`config.mk`:
```
export PLATFORM = sky130hd
export DESIGN_NAME = csr_access_ctrl
export DESIGN_NICKNAME = d
export VERILOG_FILES = /design/src/rtl/csr_access_ctrl.sv
export SDC_FILE = /design/constraint.sdc
export NUM_CORES = 1
export LEC_CHECK = 0
export BUFFER_PORTS_ARGS = -buffer_cell sky130_fd_sc_hd__buf_2
export CORE_AREA = 4 4 119 121
export CTS_CLUSTER_DIAMETER = 150
export DETAILED_ROUTE_END_ITERATION = 7
export DIE_AREA = 0 0 123 125
export GPL_TIMING_DRIVEN = 0
export HOLD_SLACK_MARGIN = 0.05
export PLACE_DENSITY = 0.58
export SYNTH_ARGS = -nofsm -noshare
export SYNTH_HDL_FRONTEND = slang
export SYNTH_SLANG_ARGS = --single-unit
```
`constraint.sdc`:
```
create_clock -name clk -period 3 [get_ports clk]
set_input_delay 0.45 -clock clk [delete_from_list [all_inputs] [get_ports clk]]
set_output_delay 0.45 -clock clk [all_outputs]
set_load 0.02 [all_outputs]
```
`src/rtl/csr_access_ctrl.sv`:
```
module csr_access_ctrl #(
  parameter int XLEN = 32,
  parameter int RD_W = 64
) (
  input  logic            clk,
  input  logic            rst_n,
  input  logic            op_valid,
  input  logic [2:0]      op_funct,
  input  logic [4:0]      op_rd,
  input  logic [4:0]      op_rs1,
  input  logic [XLEN-1:0] op_rs1_val,
  input  logic [11:0]     op_addr,
  input  logic [1:0]      op_priv,
  output logic            busy,
  output logic [11:0]     csr_addr,
  output logic            csr_rd_en,
  input  logic [XLEN-1:0] csr_rd_data,
  input  logic            csr_present,
  output logic            csr_wr_en,
  output logic [XLEN-1:0] csr_wr_data,
  output logic            rsp_valid,
  output logic            rsp_fault,
  output logic            rd_we,
  output logic [4:0]      rd_idx,
  output logic [RD_W-1:0] rd_data
);
  localparam int EXT = RD_W - XLEN;

  logic            busy_q;
  logic [2:0]      funct_q;
  logic [4:0]      rd_q, rs1_q;
  logic [XLEN-1:0] val_q;
  logic [11:0]     addr_q;
  logic [1:0]      priv_q;

  always_ff @(posedge clk) begin
    if (!rst_n) begin
      busy_q  <= 1'b0;
      funct_q <= '0;
      rd_q    <= '0;
      rs1_q   <= '0;
      val_q   <= '0;
      addr_q  <= '0;
      priv_q  <= '0;
    end else if (!busy_q && op_valid) begin
      busy_q  <= 1'b1;
      funct_q <= op_funct;
      rd_q    <= op_rd;
      rs1_q   <= op_rs1;
      val_q   <= op_rs1_val;
      addr_q  <= op_addr;
      priv_q  <= op_priv;
    end else begin
      busy_q  <= 1'b0;
    end
  end

  wire [1:0]      kind    = funct_q[1:0];
  wire [XLEN-1:0] operand = funct_q[2] ? XLEN'(rs1_q) : val_q;
  wire            rcond   = (kind == 2'd1) ? (rd_q != 5'd0) : 1'b1;
  wire            wcond   = (kind == 2'd1) ? 1'b1 : (rs1_q != 5'd0);
  wire            fault   = (kind == 2'd0) || (priv_q < addr_q[9:8]) || !csr_present ||
                            (wcond && addr_q[11:10] == 2'b11);

  assign busy      = busy_q;
  assign csr_addr  = addr_q;
  assign csr_rd_en = busy_q && rcond && !fault;
  assign csr_wr_en = busy_q && wcond && !fault;

  wire [XLEN-1:0] old = csr_rd_en ? csr_rd_data : '0;

  always_comb begin
    case (kind)
      2'd2:    csr_wr_data = old | operand;
      2'd3:    csr_wr_data = old & ~operand;
      default: csr_wr_data = operand;
    endcase
  end

  logic [RD_W-1:0] old_ext;
  generate
    if (EXT > 0) begin : g_sext
      assign old_ext = {{EXT{old[XLEN-1]}}, old};
    end else begin : g_same
      assign old_ext = old;
    end
  endgenerate

  logic            rsp_q, fault_q, we_q;
  logic [RD_W-1:0] data_q;

  always_ff @(posedge clk) begin
    if (!rst_n) begin
      rsp_q   <= 1'b0;
      fault_q <= 1'b0;
      we_q    <= 1'b0;
      data_q  <= '0;
    end else begin
      rsp_q   <= busy_q;
      fault_q <= busy_q && fault;
      we_q    <= busy_q && !fault && (rd_q != 5'd0);
      data_q  <= busy_q ? old_ext : data_q;
    end
  end

  assign rsp_valid = rsp_q;
  assign rsp_fault = fault_q;
  assign rd_we     = we_q;
  assign rd_idx    = rd_q;
  assign rd_data   = data_q;

  a_r9_busy_then_rsp: assert property (@(posedge clk) disable iff (!rst_n)
    busy |=> rsp_valid && !busy);
  a_r9_idle_no_rsp: assert property (@(posedge clk) disable iff (!rst_n)
    !busy |=> !rsp_valid);
  a_r9_strobe_in_busy: assert property (@(posedge clk) disable iff (!rst_n)
    (csr_rd_en || csr_wr_en) |-> busy);
  a_r6_priv_ok: assert property (@(posedge clk) disable iff (!rst_n)
    (csr_rd_en || csr_wr_en) |-> priv_q >= csr_addr[9:8]);
  a_r7_no_ro_write: assert property (@(posedge clk) disable iff (!rst_n)
    csr_wr_en |-> csr_addr[11:10] != 2'b11);
  a_r11_fault_no_we: assert property (@(posedge clk) disable iff (!rst_n)
    rsp_fault |-> rsp_valid && !rd_we);
  a_r2_write_clean: assert property (@(posedge clk) disable iff (!rst_n)
    csr_wr_en |=> rsp_valid && !rsp_fault);
endmodule

```
==> results.md, run 1 <==
- Root Driver: clkbuf_16
- Post-Syn Area: 4500 µm²
- Power Density: 485 nW/µm²
- Synth Warn #: 0
- Initial antenna violation count: 1
- Num CTS Buffers: 9
- Yosys top cell area share: 0.423
- Layout area overhead: 35.9%
- Combinational share of power: 0.159
- Net Count, Synth: 644
- ANT nets after route: 0
- Layout cells sized above 1: 0.353
- Worst Tran Pin Value: 975 ps
- Synth cell count leaders: nand2_1, dfxtp_1, a21boi_0
- Overall Global Routing Usage: 0.192
- Number of H-tree branching levels: 3
- Clk buf depth: 2
- Via total after detailed routing: 4553
- Synth area leader: dfxtp_1
- Final wirelength: 15.2 mm
- Max_cap viols: 0
- Port buffer count: 213
- Peak supply drop: 0.000256 V
- CP Cell Sequence: or4_4, o311ai_4, nand3_4, clkbuf_4, a221oi_2, buf_4
- EDFF count, synth: 0
- Unrepaired setup endpoints after global routing: no
- Critical path class: flop to output port
- Routability cong.: 0.832
- Arr. time, crit path: 2460 ps
- Main synth FF type: dfxtp_1
- First-pass GRT wire length: 22.7 mm
- Boundary pin count: 214
- Initial core utilization: 0.344
- Sw frac: 0.278
- Syn avg cell area: 8.21 µm²
- Register area share after synthesis: 0.423
- Largest net degree at the start of global routing: 35
- Slowest cell on crit path: or4_4
- Peak Freq: 343 MHz
- TritonCTS clock tree: done
- Placement-stage cell area: 5780 µm²
- CP max stage delay: 560 ps
- Chip height: 125 µm
- # clock sinks: 95
- Most common cell in the synthesized netlist: nand2_1
- Relative slew slack: 0.349
- Final hold slack: 349 ps
- Final Instance Area: 6110 µm²
- P_leak: 2.89 nW
- Final Hold Viols: 0
- Area contributors post-synth: dfxtp_1, nand2_1, a21boi_0
- CP bufs+invs: 2
- Synthesized flop and latch total: 95
- Die W: 123 µm
- Clock power frac: 0.383
- Asr flop ratio synth: 0
- Startpoint types: flop
- Vias in the first global route: 4316
- Max Clock Skew: 5.23 ps
- Multi-input logic area: 2180 µm²
- Internal: 2.14 mW
- Net Switching: 0.824 mW
- Status: finished, final reports clean
- Sum of negative setup slack: 0 ps
- Final min period: 2910 ps
- CTS clock-pin slew for the worst setup and hold paths: 70 ps
- Synth cell types: 29
- Post-Syn Instances: 548
- Clk_lat worst skew: 340 ps
- Core area: 13100 µm²
- Final period utilization: 0.971
- Finish-stage setup viols: 0
- Via-to-Cell Ratio: 4.78
- CP required: 2550 ps
- HPWL after DPL: 11.9 mm
- Layout Utilization: 0.467
- DR pass1 iterations: 4
- Largest delay share family, worst path: simple AND/OR/NAND/NOR gates
- Average routed wire per standard cell: 16.0 µm
- Max-slew violations: 0
- Hold buffers post-CTS: 0
- Nets: 868
- Initial drt markers: 193
- Register Area: 1900 µm²
- Die area: 15400 µm²
- Detailed-route DRC error count: 0
- Register share of total power: 0.457
- # rows: 42
- Hold crit path type: input pin to flop
- Filler cells: 1329
- Worst setup EP type: output port
- Crit Path Max Fanout: 10
- Overflow after GRT: 0
==> per-stage QoR <==
step | std cells | setup WS [ps] | power [mW]
global placement | 937 | 117 | 1.84
CTS | 952 | 73.2 | 3.00
global route | 953 | 5.91 | 3.11
finish | 953 | 86.4 | 2.96
detailed placement | 937 | 36.3 | 1.86
floorplan | 548 | 594 | 1.65
==> flip-flops by register name, indices dropped and copies added (netlist names) <==
name / flops
rsp_fault: 1
rsp_valid: 1
busy: 1
rd_data: 32
rd_idx: 5
csr_addr: 12
funct_q: 3
val_q: 32
rd_we: 1
rs1_q: 5
priv_q: 2
==> logic make-up after synthesis <==
kind of cell	count (synthesis)	share of synthesized area
AO/OA/AOI/OAI	127	0.218
adder cells (fa/ha/maj)	1	0.00278
buffers and inverters	78	0.0971
flip-flops	95	0.423
multiplexers	10	0.0223
AND/OR/NAND/NOR	237	0.237
==> final timing paths <==
path | startpoint | end | slack, ps | depth (start not counted)
worst max-delay path | rs1_q[4] | csr_wr_data[4] | 90 | 6
worst min-delay path | op_addr[6] | csr_addr[6] | 350 | 3
worst max register to register | busy | csr_addr[10] | 880 | 7
worst min register to register | rd_data[4] | rd_data[4] | 450 | 2
==> power by group through the flow <==
stage / Clock [mW] / Sequential (mW) / Combinational [mW]
after global routing: 1.22 / 1.36 / 0.523
final: 1.14 / 1.36 / 0.472
after CTS: 1.17 / 1.35 / 0.478
after detailed placement: 0 / 1.38 / 0.474
after global placement: 0 / 1.38 / 0.467
after floorplan: 0 / 1.39 / 0.256
==> per-layer routing <==
metal / share of wire / track usage / vias to the layer above
met5: 0 / 0 / -
met4: 0.022 / 0.0756 / 0
met3: 0.077 / 0.0407 / 24
met2: 0.49 / 0.324 / 166
met1: 0.42 / 0.237 / 2073
li1: - / - / 2290
==> layout make-up <==
class                           count  area share
Clock buffer                       10      0.0375
Buffer                             75      0.0704
Clock inverter                      5     0.00983
Multi-Input combinational cell    375       0.357
Sequential cell                    95       0.311
Tap cell                          176      0.0360
Antenna cell                        1    0.000409
Timing Repair Buffer              214       0.176
Inverter                            2     0.00123
==> what timing repair did <==
item                                    4_1_cts  5_1_grt
resized for setup                             6        3
setup buffers                                 0        1
cloned                                        0        0
pin swaps                                     0        0
endpoints found under the setup margin       22       31
==> layout by cell type (no fill, tap or decap), drive strengths merged, types with 9 or more instances in the layout <==
cell      n
a21boi   59
a32o     27
and2      9
buf     249
clkbuf   50
dfxtp    95
mux2i    10
nand2   153
nand2b   28
nand3    29
o21ai    33
==> worst reg2reg max path: cells and delay by family, from the launching register on <==
family / cells / cell delay (ps)
AOI/OAI and AO/OA: 1 / 180
and+or+nand+nor: 2 / 290
DFF: 1 / 330
buffers and inverters: 4 / 1240
No activity file was read; power rests on OpenSTA's default activity.
==> inputs of run 2 (changes only) <==
--- a/config.mk
+++ b/config.mk
@@ -7,6 +7,7 @@
 export LEC_CHECK = 0
 export BUFFER_PORTS_ARGS = -buffer_cell sky130_fd_sc_hd__buf_2
 export CORE_AREA = 4 4 119 121
+export CTS_BUF_LIST = sky130_fd_sc_hd__clkbuf_2
 export CTS_CLUSTER_DIAMETER = 150
 export DETAILED_ROUTE_END_ITERATION = 7
 export DIE_AREA = 0 0 123 125
==> constraint.sdc (replaced) <==
create_clock -name clk -period 3.07 [get_ports clk]
set_input_delay 0.4605 -clock clk [delete_from_list [all_inputs] [get_ports clk]]
set_output_delay 0.4605 -clock clk [all_outputs]
set_load 0.02 [all_outputs]
==> results.md, run 2 (synthesis gave the netlist of run 1 again) <==
- ANT nets after route: 0 (unchanged)
- Relative slew slack: 0.349 (about the same)
- Failing checks: negative setup slack
- Layout area overhead: 42.2%
- Boundary pin count: 214 (unchanged)
- GRT met1 Usage: 0.241 (+0.00407)
- # rows: 42 (unchanged)
- Largest net degree at the start of global routing: 35 (unchanged)
- Critical path class: flop to output port
- Root Driver: clkbuf_2
- CP max stage delay: 540 ps (-20 ps)
- Internal: 1.70 mW (-21%)
- CTS clock-pin slew for the worst setup and hold paths: 260 ps (+190 ps)
- Final min period: 3090 ps
- Startpoint types: flop
- Routability cong.: 0.832 (unchanged)
- Unrepaired setup endpoints after global routing: yes
- Die area: 15400 µm² (unchanged)
- Status: finished with violations
- Core area: 13100 µm² (unchanged)
- Post-Layout Cell Count: 987 (+3.6%)
- Detailed-route DRC error count: 0 (unchanged)
- Combinational share of power: 0.209 (+0.050)
- Filler cells: 1300 (-2.2%)
- Hold crit path type: input pin to flop
- Die W: 123 µm (unchanged)
- Initial drt markers: 179 (-7.3%)
- Vias in the first global route: 4554 (+5.5%)
- Sw frac: 0.314 (+0.0358)
- Commonest non-fill, non-tap cell in the layout: buf_2
- Final Hold Viols: 0 (unchanged)
- Post-route setup slack: -16.7 ps (-103 ps)
- Place WS: 95.8 ps (+59.5 ps)
- Peak supply drop: 0.000295 V (+15%)
- DR pass1 iterations: 4 (unchanged)
- Worst Tran Pin Value: 975 ps (-0.0242 ps)
- R2R setup slack: 820 ps (-60 ps)
- Average routed wire per standard cell: 15.8 µm (-1.0%)
- Register-to-Register Path Depth: 7 (unchanged)
- Met3 usage: 0.0384 (-0.00226)
- Initial antenna violation count: 2 (+1)
- Max_cap viols: 0 (unchanged)
- P_leak: 3.00 nW (+3.7%)
- Overflow after GRT: 0 (unchanged)
- Final wirelength: 15.6 mm (+2.5%)
- CP required: 2610 ps (+60 ps)
- Register share of total power: 0.538 (+0.081)
- Clk buf depth: 2 (unchanged)
- Arr. time, crit path: 2630 ps (+170 ps)
- Max Clock Skew: 28.2 ps (+22.9 ps)
- Worst setup EP type: output port
- Slowest cell on crit path: or4_4
- Most frequent cells in the layout: buf_2, nand2_1, dfxtp_1
- Total Power: 2.47 mW (-16%)
- # clock sinks: 95 (unchanged)
- Clk_lat worst skew: 590 ps (+250 ps)
- Via total after detailed routing: 4683 (+2.9%)
- First-pass GRT wire length: 23.7 mm (+4.5%)
- Number of H-tree branching levels: 3 (unchanged)
- Num CTS Buffers: 9 (unchanged)
- Busiest metal layer after global routing: met2
- Overall Global Routing Usage: 0.199 (+0.00731)
- Met2 usage: 0.345 (+0.0212)
- Net Switching: 0.777 mW (-5.8%)
- CP Cell Sequence: or4_4, o311ai_4, nand3_4, buf_8, a221oi_4, buf_6
- Crit Path Max Fanout: 10 (unchanged)
- Power Density: 387 nW/µm² (-20%)
- Max-slew violations: 0 (unchanged)
- Initial core utilization: 0.344 (unchanged)
- Via-to-Cell Ratio: 4.74 (-0.69%)
- Port buffer count: 213 (unchanged)
- Final period utilization: 1.01
- Hold path cells: 3 (unchanged)
- Finish-stage setup viols: 1 (+1)
- HPWL after DPL: 11.9 mm (unchanged)
- Nets: 901 (+3.8%)
- Clock power frac: 0.252 (-0.131)
- TritonCTS clock tree: done
- Peak Freq: 324 MHz
- Placed Instances: 937 (unchanged)
- Chip height: 125 µm (unchanged)
- Layout cells sized above 1: 0.358 (+0.00537)
run 2: cell count changes in the layout (fill, tap and decap cells not counted), moves of 4 or more:
cell and change:
dlygate4sd3_1 +33, o21ai_1 +10, clkbuf_2 +14, o21ai_2 +4, buf_4 +19, clkbuf_1 -8, buf_2 -20, clkbuf_16 -9
o21ai_0 -14
run 2: power by group through the flow:
stage          registers, mW  logic [mW]  clock network (mW)
6_report                1.33       0.518               0.624
5_1_grt                 1.34       0.570               0.701
4_1_cts                 1.33       0.514               0.653
3_5_place_dp            1.35       0.464                   0
3_3_place_gp            1.35       0.456                   0
2_1_floorplan           1.36       0.250                   0
run 2: metal layers:
metal,vias up,share of wire
li1,2361,-
met1,2145,0.42
met2,152,0.49
met3,25,0.066
met4,0,0.024
met5,-,0
run 2: worst paths after layout:
kind,from,end
setup reg to reg,busy,csr_addr[4]
hold / removal,op_rs1_val[16],val_q[16]
hold reg to reg,priv_q[0],priv_q[0]
setup / recovery,rs1_q[4],csr_wr_data[3]
run 2: critical path, delay by kind of cell (launching register included):
family,cells,cell delay (ps)
buf+inv,2,340
flops,1,380
simple gates,2,700
compound gates,2,620
run 2: cell type report:
class / instances / area, µm² / area share
multi-input cells: 375 / 2230 / 0.348
flip-flops and latches: 95 / 1910 / 0.298
repair buffers: 248 / 1470 / 0.230
plain buffers: 74 / 447 / 0.0699
well taps: 176 / 220 / 0.0344
clock inverters: 5 / 60.1 / 0.00940
clock buffers: 10 / 50.0 / 0.00783
inverters: 2 / 7.51 / 0.00117
diodes: 2 / 5.00 / 0.000783
run 2: per-stage QoR:
stage	setup TNS, ps	cell area, µm²	util	hold slack, ps
global route	-2480	6390	0.489	51.2
finish	-16.7	6390	0.489	92.4
CTS	-866	6330	0.484	52.6
detailed placement	0	5780	0.442	446
global placement	0	5780	0.442	436
floorplan	0	4500	-	438
run 2: repair_timing:
| action | CTS | global route |
|---|---|---|
| setup endpoints to repair | 33 | 33 |
| setup buffers | 2 | 0 |
| hold buffers | 31 | 2 |
| resized for setup | 51 | 16 |
| hold endpoints to repair | 31 | 2 |
| pin swaps | 4 | 1 |
